$ cat config.mk
export PLATFORM = sky130hd
export DESIGN_NAME = irq_ctx_seq
export DESIGN_NICKNAME = d
export VERILOG_FILES = /design/src/rtl/irq_ctx_pkg.sv /design/src/rtl/irq_ctx_arb.sv /design/src/rtl/irq_ctx_wsel.sv /design/src/rtl/irq_ctx_ctrl.sv /design/src/rtl/irq_ctx_seq.sv
export SDC_FILE = /design/constraint.sdc
export NUM_CORES = 1
export LEC_CHECK = 0
export ABC_AREA = 1
export BUFFER_PORTS_ARGS = -buffer_cell sky130_fd_sc_hd__buf_2
export CAP_MARGIN = 10
export CORE_AREA = 2 2 86 80
export CTS_CLUSTER_SIZE = 12
export DETAILED_ROUTE_END_ITERATION = 16
export DIE_AREA = 0 0 88 82
export PLACE_DENSITY = 0.78
export SLEW_MARGIN = 15
export SYNTH_ARGS = -nofsm -noshare
export SYNTH_HDL_FRONTEND = slang
export SYNTH_SLANG_ARGS = --single-unit
export TNS_END_PERCENT = 10
$ cat constraint.sdc
create_clock -name clk -period 1.7 [get_ports clk]
set_input_delay 0.17 -clock clk [delete_from_list [all_inputs] [get_ports clk]]
set_output_delay 0.17 -clock clk [all_outputs]
set_load 0.05 [all_outputs]
$ cat src/rtl/irq_ctx_pkg.sv
package irq_ctx_pkg;

  typedef enum logic [2:0] {
    ST_IDLE,
    ST_SAVE,
    ST_VECT,
    ST_RUN,
    ST_REST,
    ST_DROP
  } ctx_state_e;

  // Fixed vector slot numbers; the fault slots follow SLOT_FLT0, then timer.
  localparam int unsigned SLOT_RST  = 0;
  localparam int unsigned SLOT_NMI  = 1;
  localparam int unsigned SLOT_WDT  = 2;
  localparam int unsigned SLOT_FLT0 = 3;

endpackage

$ cat src/rtl/irq_ctx_arb.sv
module irq_ctx_arb
  import irq_ctx_pkg::*;
#(
  parameter int unsigned NFLT = 2,
  parameter int unsigned SLW  = 3
) (
  input  logic            req_nmi,
  input  logic            req_wdt,
  input  logic [NFLT-1:0] req_fault,
  input  logic            req_tmr,
  output logic            any_req,
  output logic [SLW-1:0]  win_slot
);

  localparam int unsigned SLOT_TMR = SLOT_FLT0 + NFLT;

  // Per-fault slot numbers, one per fault line.
  logic [SLW-1:0] flt_slot [NFLT];

  genvar g;
  generate
    for (g = 0; g < NFLT; g++) begin : g_flt
      assign flt_slot[g] = SLW'(SLOT_FLT0 + g);
    end
  endgenerate

  assign any_req = req_nmi | req_wdt | (|req_fault) | req_tmr;

  // Lowest priority first, so that later assignments override earlier ones.
  always_comb begin
    win_slot = SLW'(SLOT_TMR);
    for (int i = NFLT - 1; i >= 0; i--) begin
      if (req_fault[i]) win_slot = flt_slot[i];
    end
    if (req_wdt) win_slot = SLW'(SLOT_WDT);
    if (req_nmi) win_slot = SLW'(SLOT_NMI);
  end

endmodule

$ cat src/rtl/irq_ctx_wsel.sv
module irq_ctx_wsel #(
  parameter int unsigned DW   = 16,
  parameter int unsigned NREG = 4,
  parameter int unsigned CW   = 3
) (
  input  logic [DW-1:0]      pc_cur,
  input  logic [NREG*DW-1:0] reg_cur,
  input  logic [CW-1:0]      step,
  output logic [DW-1:0]      push_word
);

  // Save order: word 0 is the counter, word k+1 is register k.
  logic [DW-1:0] words [NREG+1];

  assign words[0] = pc_cur;

  genvar g;
  generate
    for (g = 0; g < NREG; g++) begin : g_reg
      assign words[g+1] = reg_cur[g*DW +: DW];
    end
  endgenerate

  always_comb begin
    push_word = '0;
    for (int i = 0; i <= NREG; i++) begin
      if (step == CW'(i)) push_word = words[i];
    end
  end

endmodule

$ cat src/rtl/irq_ctx_ctrl.sv
module irq_ctx_ctrl
  import irq_ctx_pkg::*;
#(
  parameter int unsigned DW   = 16,
  parameter int unsigned NREG = 4,
  parameter int unsigned SPW  = 8,
  parameter int unsigned SLW  = 3,
  parameter int unsigned RIW  = 2,
  parameter int unsigned CW   = 3
) (
  input  logic           clk,
  input  logic           rst_n,
  input  logic           any_req,
  input  logic [SLW-1:0] win_slot,
  input  logic           ret_cmd,
  input  logic [SPW-1:0] stk_sp,
  input  logic [DW-1:0]  stk_rdata,
  input  logic [DW-1:0]  vec_rdata,
  input  logic [DW-1:0]  push_word,
  input  logic [DW-1:0]  pc_cur,
  output logic [CW-1:0]  step,
  output logic           active,
  output logic           stk_push,
  output logic           stk_pop,
  output logic [DW-1:0]  stk_wdata,
  output logic           sp_load,
  output logic [SPW-1:0] sp_load_val,
  output logic [SLW-1:0] vec_slot,
  output logic           pc_load,
  output logic [DW-1:0]  pc_load_val,
  output logic           reg_load,
  output logic [RIW-1:0] reg_load_idx,
  output logic [DW-1:0]  reg_load_val
);

  localparam logic [CW-1:0] LAST = CW'(NREG);

  ctx_state_e     state_q, state_d;
  logic [CW-1:0]  step_q, step_d;
  logic [SLW-1:0] slot_q;
  logic [SPW-1:0] sp_q;
  logic           cap_en;
  logic           is_wdt;
  logic [CW-1:0]  ridx_full;

  assign cap_en = (state_q == ST_IDLE) && any_req;
  assign is_wdt = (slot_q == SLW'(SLOT_WDT));

  // Next-state process
  always_comb begin
    state_d = state_q;
    step_d  = step_q;
    unique case (state_q)
      ST_IDLE: begin
        if (any_req) begin
          state_d = ST_SAVE;
          step_d  = '0;
        end
      end
      ST_SAVE: begin
        if (step_q == LAST) begin
          state_d = ST_VECT;
          step_d  = '0;
        end else begin
          step_d = step_q + CW'(1);
        end
      end
      ST_VECT: state_d = ST_RUN;
      ST_RUN: begin
        if (ret_cmd) begin
          state_d = is_wdt ? ST_DROP : ST_REST;
          step_d  = '0;
        end
      end
      ST_REST: begin
        if (step_q == LAST) begin
          state_d = ST_IDLE;
          step_d  = '0;
        end else begin
          step_d = step_q + CW'(1);
        end
      end
      ST_DROP: state_d = ST_IDLE;
      default: state_d = ST_IDLE;
    endcase
  end

  // Register process
  always_ff @(posedge clk or negedge rst_n) begin
    if (!rst_n) begin
      state_q <= ST_IDLE;
      step_q  <= '0;
      slot_q  <= '0;
      sp_q    <= '0;
    end else begin
      state_q <= state_d;
      step_q  <= step_d;
      if (cap_en) begin
        slot_q <= win_slot;
        sp_q   <= stk_sp;
      end
    end
  end

  // Output decode
  assign step      = step_q;
  assign active    = (state_q != ST_IDLE);
  assign stk_push  = (state_q == ST_SAVE);
  assign stk_wdata = stk_push ? push_word : '0;
  assign stk_pop   = (state_q == ST_REST);

  assign ridx_full    = LAST - step_q - CW'(1);
  assign reg_load     = stk_pop && (step_q != LAST);
  assign reg_load_idx = reg_load ? RIW'(ridx_full) : '0;
  assign reg_load_val = reg_load ? stk_rdata : '0;

  assign sp_load     = (state_q == ST_DROP);
  assign sp_load_val = sp_load ? sp_q : '0;

  assign vec_slot = (state_q == ST_VECT) ? slot_q : SLW'(SLOT_RST);

  always_comb begin
    pc_load     = 1'b0;
    pc_load_val = '0;
    if (state_q == ST_VECT || state_q == ST_DROP) begin
      pc_load     = 1'b1;
      pc_load_val = vec_rdata;
    end else if (stk_pop && step_q == LAST) begin
      pc_load     = 1'b1;
      pc_load_val = stk_rdata;
    end
  end

  // Word counters used only by the properties below
  logic [CW:0] push_cnt, pop_cnt;

  always_ff @(posedge clk or negedge rst_n) begin
    if (!rst_n) begin
      push_cnt <= '0;
      pop_cnt  <= '0;
    end else if (!active) begin
      push_cnt <= '0;
      pop_cnt  <= '0;
    end else begin
      if (stk_push) push_cnt <= push_cnt + 1'b1;
      if (stk_pop)  pop_cnt  <= pop_cnt + 1'b1;
    end
  end

  AST_ENTRY_PC_FIRST: assert property (@(posedge clk) disable iff (!rst_n)
    $rose(active) |-> (stk_push && stk_wdata == pc_cur));

  AST_ENTRY_WORDS: assert property (@(posedge clk) disable iff (!rst_n)
    (pc_load && !stk_pop && !sp_load) |-> (push_cnt == (CW+1)'(NREG + 1)));

  AST_SRC_HELD: assert property (@(posedge clk) disable iff (!rst_n)
    (active && $past(active)) |-> $stable(slot_q));

  AST_RESTORE_WORDS: assert property (@(posedge clk) disable iff (!rst_n)
    (pc_load && stk_pop) |-> (pop_cnt == (CW+1)'(NREG) && push_cnt == (CW+1)'(NREG + 1)));

  AST_POP_DESCEND: assert property (@(posedge clk) disable iff (!rst_n)
    (reg_load && $past(reg_load)) |-> (reg_load_idx == $past(reg_load_idx) - 1'b1));

  AST_WDT_DISCARD: assert property (@(posedge clk) disable iff (!rst_n)
    sp_load |-> (pc_load && !stk_pop && vec_slot == '0 && pop_cnt == '0));

endmodule

$ cat src/rtl/irq_ctx_seq.sv
module irq_ctx_seq #(
  parameter int unsigned DW   = 16,
  parameter int unsigned NREG = 4,
  parameter int unsigned NFLT = 2,
  parameter int unsigned SPW  = 8
) (
  input  logic                      clk,
  input  logic                      rst_n,
  input  logic                      req_nmi,
  input  logic                      req_wdt,
  input  logic [NFLT-1:0]           req_fault,
  input  logic                      req_tmr,
  input  logic                      ret_cmd,
  input  logic [DW-1:0]             pc_cur,
  input  logic [NREG*DW-1:0]        reg_cur,
  input  logic [SPW-1:0]            stk_sp,
  input  logic [DW-1:0]             stk_rdata,
  input  logic [DW-1:0]             vec_rdata,
  output logic                      active,
  output logic                      stk_push,
  output logic                      stk_pop,
  output logic [DW-1:0]             stk_wdata,
  output logic                      sp_load,
  output logic [SPW-1:0]            sp_load_val,
  output logic [$clog2(NFLT+4)-1:0] vec_slot,
  output logic                      pc_load,
  output logic [DW-1:0]             pc_load_val,
  output logic                      reg_load,
  output logic [((NREG > 1) ? $clog2(NREG) : 1)-1:0] reg_load_idx,
  output logic [DW-1:0]             reg_load_val
);

  localparam int unsigned SLW = $clog2(NFLT + 4);
  localparam int unsigned RIW = (NREG > 1) ? $clog2(NREG) : 1;
  localparam int unsigned CW  = $clog2(NREG + 1);

  // Reset: asserted asynchronously, released through two flops.
  logic rst_meta, rst_sync;

  always_ff @(posedge clk or negedge rst_n) begin
    if (!rst_n) begin
      rst_meta <= 1'b0;
      rst_sync <= 1'b0;
    end else begin
      rst_meta <= 1'b1;
      rst_sync <= rst_meta;
    end
  end

  logic           any_req;
  logic [SLW-1:0] win_slot;
  logic [CW-1:0]  step;
  logic [DW-1:0]  push_word;

  irq_ctx_arb #(
    .NFLT (NFLT),
    .SLW  (SLW)
  ) u_arb (
    .req_nmi   (req_nmi),
    .req_wdt   (req_wdt),
    .req_fault (req_fault),
    .req_tmr   (req_tmr),
    .any_req   (any_req),
    .win_slot  (win_slot)
  );

  irq_ctx_wsel #(
    .DW   (DW),
    .NREG (NREG),
    .CW   (CW)
  ) u_wsel (
    .pc_cur    (pc_cur),
    .reg_cur   (reg_cur),
    .step      (step),
    .push_word (push_word)
  );

  irq_ctx_ctrl #(
    .DW   (DW),
    .NREG (NREG),
    .SPW  (SPW),
    .SLW  (SLW),
    .RIW  (RIW),
    .CW   (CW)
  ) u_ctrl (
    .clk          (clk),
    .rst_n        (rst_sync),
    .any_req      (any_req),
    .win_slot     (win_slot),
    .ret_cmd      (ret_cmd),
    .stk_sp       (stk_sp),
    .stk_rdata    (stk_rdata),
    .vec_rdata    (vec_rdata),
    .push_word    (push_word),
    .pc_cur       (pc_cur),
    .step         (step),
    .active       (active),
    .stk_push     (stk_push),
    .stk_pop      (stk_pop),
    .stk_wdata    (stk_wdata),
    .sp_load      (sp_load),
    .sp_load_val  (sp_load_val),
    .vec_slot     (vec_slot),
    .pc_load      (pc_load),
    .pc_load_val  (pc_load_val),
    .reg_load     (reg_load),
    .reg_load_idx (reg_load_idx),
    .reg_load_val (reg_load_val)
  );

endmodule

Word-level counts from Yosys, hierarchy flattened
Cells that the tools add are included.
{"block": "word_totals", "ff_bits": 19, "word_cells": 67}
{"block": "classes", "add_sub_neg": 3, "n_eq_ne": 15, "mux": 28, "n_bitwise": 3, "reduce_logical": 12}
{"operator": "16-bit two-way mux", "count": 9}
{"operator": "3-bit two-way mux", "count": 11}
{"operator": "3-bit by 2-bit equality test with 1-bit output (second input constant)", "count": 5}
{"operator": "3-bit case mux with 5 select lines", "count": 1}
{"operator": "3-bit equality test (second input constant)", "count": 3}
{"operator": "3-bit case mux with 3 select lines", "count": 1}
{"operator": "8-bit two-way mux", "count": 1}
{"operator": "3-bit by 1-bit equality test with 1-bit output (second input constant)", "count": 2}
{"operator": "3-bit zero test", "count": 2}
{"operator": "2-bit inequality test (second input constant)", "count": 3}
{"operator": "3-bit nonzero test", "count": 2}
{"operator": "1-bit two-way mux", "count": 4}
{"operator": "4-bit AND reduction", "count": 1}
{"operator": "2-bit OR reduction", "count": 2}
{"operator": "3-bit by 1-bit adder with 3-bit output (second input constant)", "count": 1}
{"operator": "1-bit logical AND", "count": 3}
{"operator": "3-bit inequality test (second input constant)", "count": 1}
{"operator": "1-bit OR", "count": 3}
{"operator": "3-bit AND reduction", "count": 1}
{"operator": "2-bit two-way mux", "count": 1}
{"operator": "2-bit by 1-bit inequality test with 1-bit output (second input constant)", "count": 1}
{"operator": "1-bit by 2-bit subtractor with 2-bit output (first input constant)", "count": 1}
{"operator": "2-bit by 1-bit subtractor with 2-bit output (second input constant)", "count": 1}
{"operator": "1-bit logical OR", "count": 1}

Longest topological paths before layout
{"block": "depth", "ltp_word": 7, "ltp_mapped": 9, "depth_no_buf": 9}

Hierarchy
Synthesis repeated with hierarchy kept, for this count alone.
{"block": "hier_totals", "hier_cells": 406, "hier_area_um2": 2233.4}
{"mod": "irq_ctx_ctrl", "instances": 1, "cells_each": 231, "area_per_inst_um2": 1410.1, "seq_area_each_um2": 425.4}
{"mod": "irq_ctx_wsel", "instances": 1, "cells_each": 161, "area_per_inst_um2": 725.7, "seq_area_each_um2": 0.0}
{"mod": "irq_ctx_seq", "instances": 1, "cells_each": 3, "area_per_inst_um2": 53.8, "seq_area_each_um2": 50.0}
{"mod": "irq_ctx_arb", "instances": 1, "cells_each": 11, "area_per_inst_um2": 43.8, "seq_area_each_um2": 0.0}

Worst setup path before layout
No wires, ideal clock.
{"block": "synth_timing", "path_type": "reg-to-output", "from": "register u_ctrl.state_q[1]", "to": "output pc_load_val[10]", "arrival_time_ns": 2.524, "t_required_ns": 1.530, "setup_slack_ns": -0.994, "path_stages_with_launch": 7, "path_buffers": 1, "cell_sequence": "dfrtp_1 -> nor2_1 -> nand2_1 -> inv_1 -> nand3_1 -> clkbuf_2 -> o21ai_0"}
{"block": "synth_via", "elab_chain_cells": 4, "word_cells_on_any_way": 7, "classes_between": "3 x eq/ne; 2 x mux; 2 x reduce/logical"}
{"item": "start, declared", "line": "irq_ctx_ctrl.sv:38", "rtl": "ctx_state_e state_q, state_d;"}
{"item": "start signal, assigned", "line": "irq_ctx_ctrl.sv:96", "rtl": "state_q <= state_d;"}
{"item": "3-bit equality test", "line": "irq_ctx_ctrl.sv:110", "rtl": "assign stk_pop = (state_q == ST_REST);"}
{"item": "net stk_pop", "line": "irq_ctx_seq.sv:21", "rtl": "output logic stk_pop,"}
{"item": "1-bit logical AND", "line": "irq_ctx_ctrl.sv:128", "rtl": "end else if (stk_pop && step_q == LAST) begin"}
{"item": "16-bit two-way mux", "line": "irq_ctx_ctrl.sv:128"}
{"item": "16-bit two-way mux", "line": "irq_ctx_ctrl.sv:125", "rtl": "if (state_q == ST_VECT || state_q == ST_DROP) begin"}
{"item": "end, declared", "line": "irq_ctx_seq.sv:27", "rtl": "output logic [DW-1:0] pc_load_val,"}
The timed path passes the listed nets, and every way through them passes these cells.

Worst setup path in the final report
{"block": "layout_timing", "from": "register u_ctrl.step_q[0], in the netlist u_ctrl.step[0]", "to": "output stk_wdata[6]"}
{"block": "layout_via", "elab_chain_cells": 7, "word_cells_on_any_way": 11, "classes_between": "4 x eq/ne; 6 x mux; 1 x reduce/logical"}
{"item": "start, declared", "line": "irq_ctx_ctrl.sv:39", "rtl": "logic [CW-1:0] step_q, step_d;"}
{"item": "start signal, assigned", "line": "irq_ctx_ctrl.sv:97", "rtl": "step_q <= step_d;"}
{"item": "3-bit zero test", "line": "irq_ctx_wsel.sv:27", "rtl": "if (step == CW'(i)) push_word = words[i];"}
{"item": "16-bit two-way mux (4 in series)", "line": "irq_ctx_wsel.sv:27"}
{"item": "16-bit two-way mux (*)", "line": "irq_ctx_wsel.sv:27"}
{"item": "16-bit two-way mux (*)", "line": "irq_ctx_ctrl.sv:109", "rtl": "assign stk_wdata = stk_push ? push_word : '0;"}
{"item": "end, declared", "line": "irq_ctx_seq.sv:22", "rtl": "output logic [DW-1:0] stk_wdata,"}
Every way passes the cells marked *; elsewhere a longest branch is shown, timed or not.

==> flow_summary_export.csv <==
group,metric,value,unit
run_status,status,"finished with violations",
run_status,violations,"setup timing",
timing,setup_viol,36,
logic_synthesis,syn-cell-area,2158,um2
power_and_ir_drop,power-per-cell-area,1721,nW/um2
clocking,cts_tree,"yes",
route,drtIter0Drc,194,
logic_synthesis,synthSimpleGateAreaFrac,38.67,%
place,post_dp_cell_area,3889,um2
timing,worst_slack,-0.3353,ns
timing,fin_skew,0.003075,ns
layout,fill_cells,454,
timing,final_max_slew_viol_count,0,
clocking,cts-root-buf,"clkbuf_8",
clocking,numCtsBuffers,3,
timing,hold_slack,0.1166,ns
timing,timing.fmax,491.3,MHz
logic_synthesis,yosysSeqAreaShare,22.03,%
logic_synthesis,synth_edf_count,0,
place,gp_congestion,0.8687,
route,wl_per_cell,14.65,um
global_routing,grt_use_total,26.02,%
logic_synthesis,synth_compound_area_share,18.14,%
route,first_pass_iters,5,
route,totalWireLength,10.39,mm
floorplan,io_pins,195,
critical_path,critPathArrivalTime,1.87,ns
floorplan,die_area,7216,um2
timing,finalSetupTns,-6.370,ns
floorplan,core-area,6341,um2
place,portBuffers,194,
logic_synthesis,synthArstFlopShare,100.0,%
floorplan,rows,28,
power_and_ir_drop,p_leak,0.002433,uW
route,via_per_inst,5.051,
floorplan,die_x,88,um
logic_synthesis,synthMuxAreaShare,0,%
timing,finalCritPeriodShare,119.7,%
global_routing,antenna_found_initial,0,
floorplan,start_util,34.04,%
critical_path,critPathKind,"flop to primary output",
layout,nNetsFinal,753,
power_and_ir_drop,ir_worst_vdd,0.0009608,V
place,placed_cells,696,
clocking,cts_max_level,1,
clocking,clock-sinks,19,
global_routing,grt_start_max_net_pins,34,
logic_synthesis,synth_xor_area_share,0,%
min_path,hp-class,"input pin to flop",
layout,n_antenna_cell,0,
logic_synthesis,synth_top_family_by_area,"simple AND/OR/NAND/NOR gates",
critical_path,cp_max_fo,8,
logic_synthesis,yosysUniqueCellTypes,21,
global_routing,grt-ovfl-total,0,
logic_synthesis,synth_top_area_share,22.03,%
place,post-dp-hpwl,7.133,mm
global_routing,grt_pass1_wl,14.88,mm
route,postRouteAntennaNets,0,
timing,finalHoldViolations,0,
logic_synthesis,synth_seq_cells,19,
timing,worstMarginPinSlew,0.6882,ns
logic_synthesis,synthTopCellsByArea,"dfrtp_1, nand2_1, o21ai_0",
clocking,clk_latency,0.26,ns
layout,drive_above_1_share,55.74,%
timing,rsz0062_at_grt,"true",
flow_run,maxCapViolations,0,
global_routing,grt_pass1_vias,3188,
logic_synthesis,yosysMostFrequentCell,"nand2_1",
logic_synthesis,synthAdderAreaFrac,2.899,%
timing,relSlewSlack,54.12,%
layout,final_core_util,73.17,%
timing,period_minus_slack,2.035,ns
floorplan,die_h,82,um
layout,instances_no_fill,709,
logic_synthesis,synth_commonest_cells,"nand2_1, inv_1, o21ai_0",
clocking,cts.clk_slew.worst_paths,0.07,ns
route,drc,0,
logic_synthesis,synth_top_cell_by_area,"dfrtp_1",
critical_path,start_kind,"flop",
logic_synthesis,syn-num-nets,540,
route,num_vias,3581,
critical_path,cp.required,1.53,ns
clocking,cts_buffer_depth,2,
logic_synthesis,ys_warn_count,0,
logic_synthesis,avgSynthCellArea,5.303,um2
logic_synthesis,syn_inst,407,
logic_synthesis,synthFlopType,"dfrtp_1",
layout,fin_area,4639,um2
layout,area_growth,115.0,%
critical_path,cp-end-kind,"primary output",
-- area by class of cell --
type	instances	area [um2]	share of cell area [%]
multi-input cells	288	1886	40.64
well taps	90	112.6	2.427
inverters	80	310.3	6.688
repair inverters	1	7.507	0.1618
clock buffers	3	41.29	0.8900
repair buffers	227	1799	38.78
clock inverters	1	5.005	0.1079
flip-flops and latches	19	478.0	10.30
-- sequential cells by signal, summed over array words and instances, names as in the netlist --
| name | cells |
|---|---|
| rst_meta | 1 |
| rst_sync | 1 |
| u_ctrl.slot_q | 3 |
| u_ctrl.sp_q | 8 |
| u_ctrl.state_q | 3 |
| u_ctrl.step | 3 |
-- critical path, stage by stage, from the launching register on --
cell,delay (ns)
dfrtp_1,0.41
buf_6,0.13
ha_4,0.15
ha_4,0.19
clkinvlp_4,0.17
o21ai_1,0.09
inv_1,0.07
nand2_2,0.07
a21oi_4,0.14
buf_6,0.17
-- placed cells by master, fill, tap and decap left out, drive strengths merged --
cell type | netlist | routed
a21oi | 17 | 17
buf | 9 | 224
clkbuf | 11 | 5
clkinv | 1 | 2
clkinvlp | 0 | 2
conb | 1 | 1
dfrtp | 19 | 19
dlygate4sd3 | 0 | 1
ha | 5 | 5
inv | 79 | 78
nand2 | 117 | 117
nand3 | 44 | 44
nor2 | 41 | 41
nor3 | 1 | 1
o21ai | 60 | 60
o22ai | 1 | 1
or2 | 1 | 1
-- timing repair --
action / 4_1_cts / 5_1_grt
buffers inserted: 6 / 0
endpoints found under the hold margin: 2 / 0
gates resized for setup: 142 / 64
hold buffers: 1 / 0
pin swaps: 12 / 16
endpoints found under the setup margin: 57 / 66
gates cloned: 3 / 1
-- power breakdown --
| part | internal, uW | switching [uW] | total, uW |
|---|---|---|---|
| Sequential | 646 | 124 | 770 |
| Combinational | 2600 | 4300 | 6900 |
| Clock | 163 | 152 | 314 |
| Total | 3410 | 4570 | 7990 |
-- kinds of logic after synthesis --
group / count (synthesis)
AND/OR/NAND/NOR: 204
buffers and inverters: 100
AO/OA/AOI/OAI: 78
flip-flops: 19
adder cells (fa/ha/maj): 5
other: 1
-- stage by stage --
stage	total power (uW)	setup WS, ns
6_report	7985	-0.3353
5_1_grt	8458	-0.4059
4_1_cts	7808	-0.3010
3_5_place_dp	6426	-0.1419
3_3_place_gp	6330	-0.09439
2_1_floorplan	4886	-0.09109
-- metal layers --
| layer | global-route usage (%) | vias up | wire length [um] |
|---|---|---|---|
| li1 | - | 1678 | - |
| met1 | 31.02 | 1641 | 3841 |
| met2 | 47.88 | 229 | 5174 |
| met3 | 5.628 | 33 | 1072 |
| met4 | 5.385 | 0 | 301 |
| met5 | 0 | - | 0 |
-- worst paths after layout --
| path | startpoint | to | slack [ns] | cells after the start |
|---|---|---|---|---|
| max | u_ctrl.step[0] | stk_wdata[6] | -0.34 | 9 |
| min | stk_sp[5] | u_ctrl.sp_q[5] | 0.12 | 3 |
| max reg2reg | u_ctrl.step[0] | u_ctrl.state_q[0] | 0.11 | 11 |
| min reg2reg | rst_sync | u_ctrl.state_q[2] | 0.29 | 0 |
| max in group asynchronous | rst_sync | u_ctrl.step[2] | 0.94 | 0 |
| min in group asynchronous | rst_n | rst_sync | 0.22 | 2 |
Note: power is estimated with default switching activity, not from simulation.
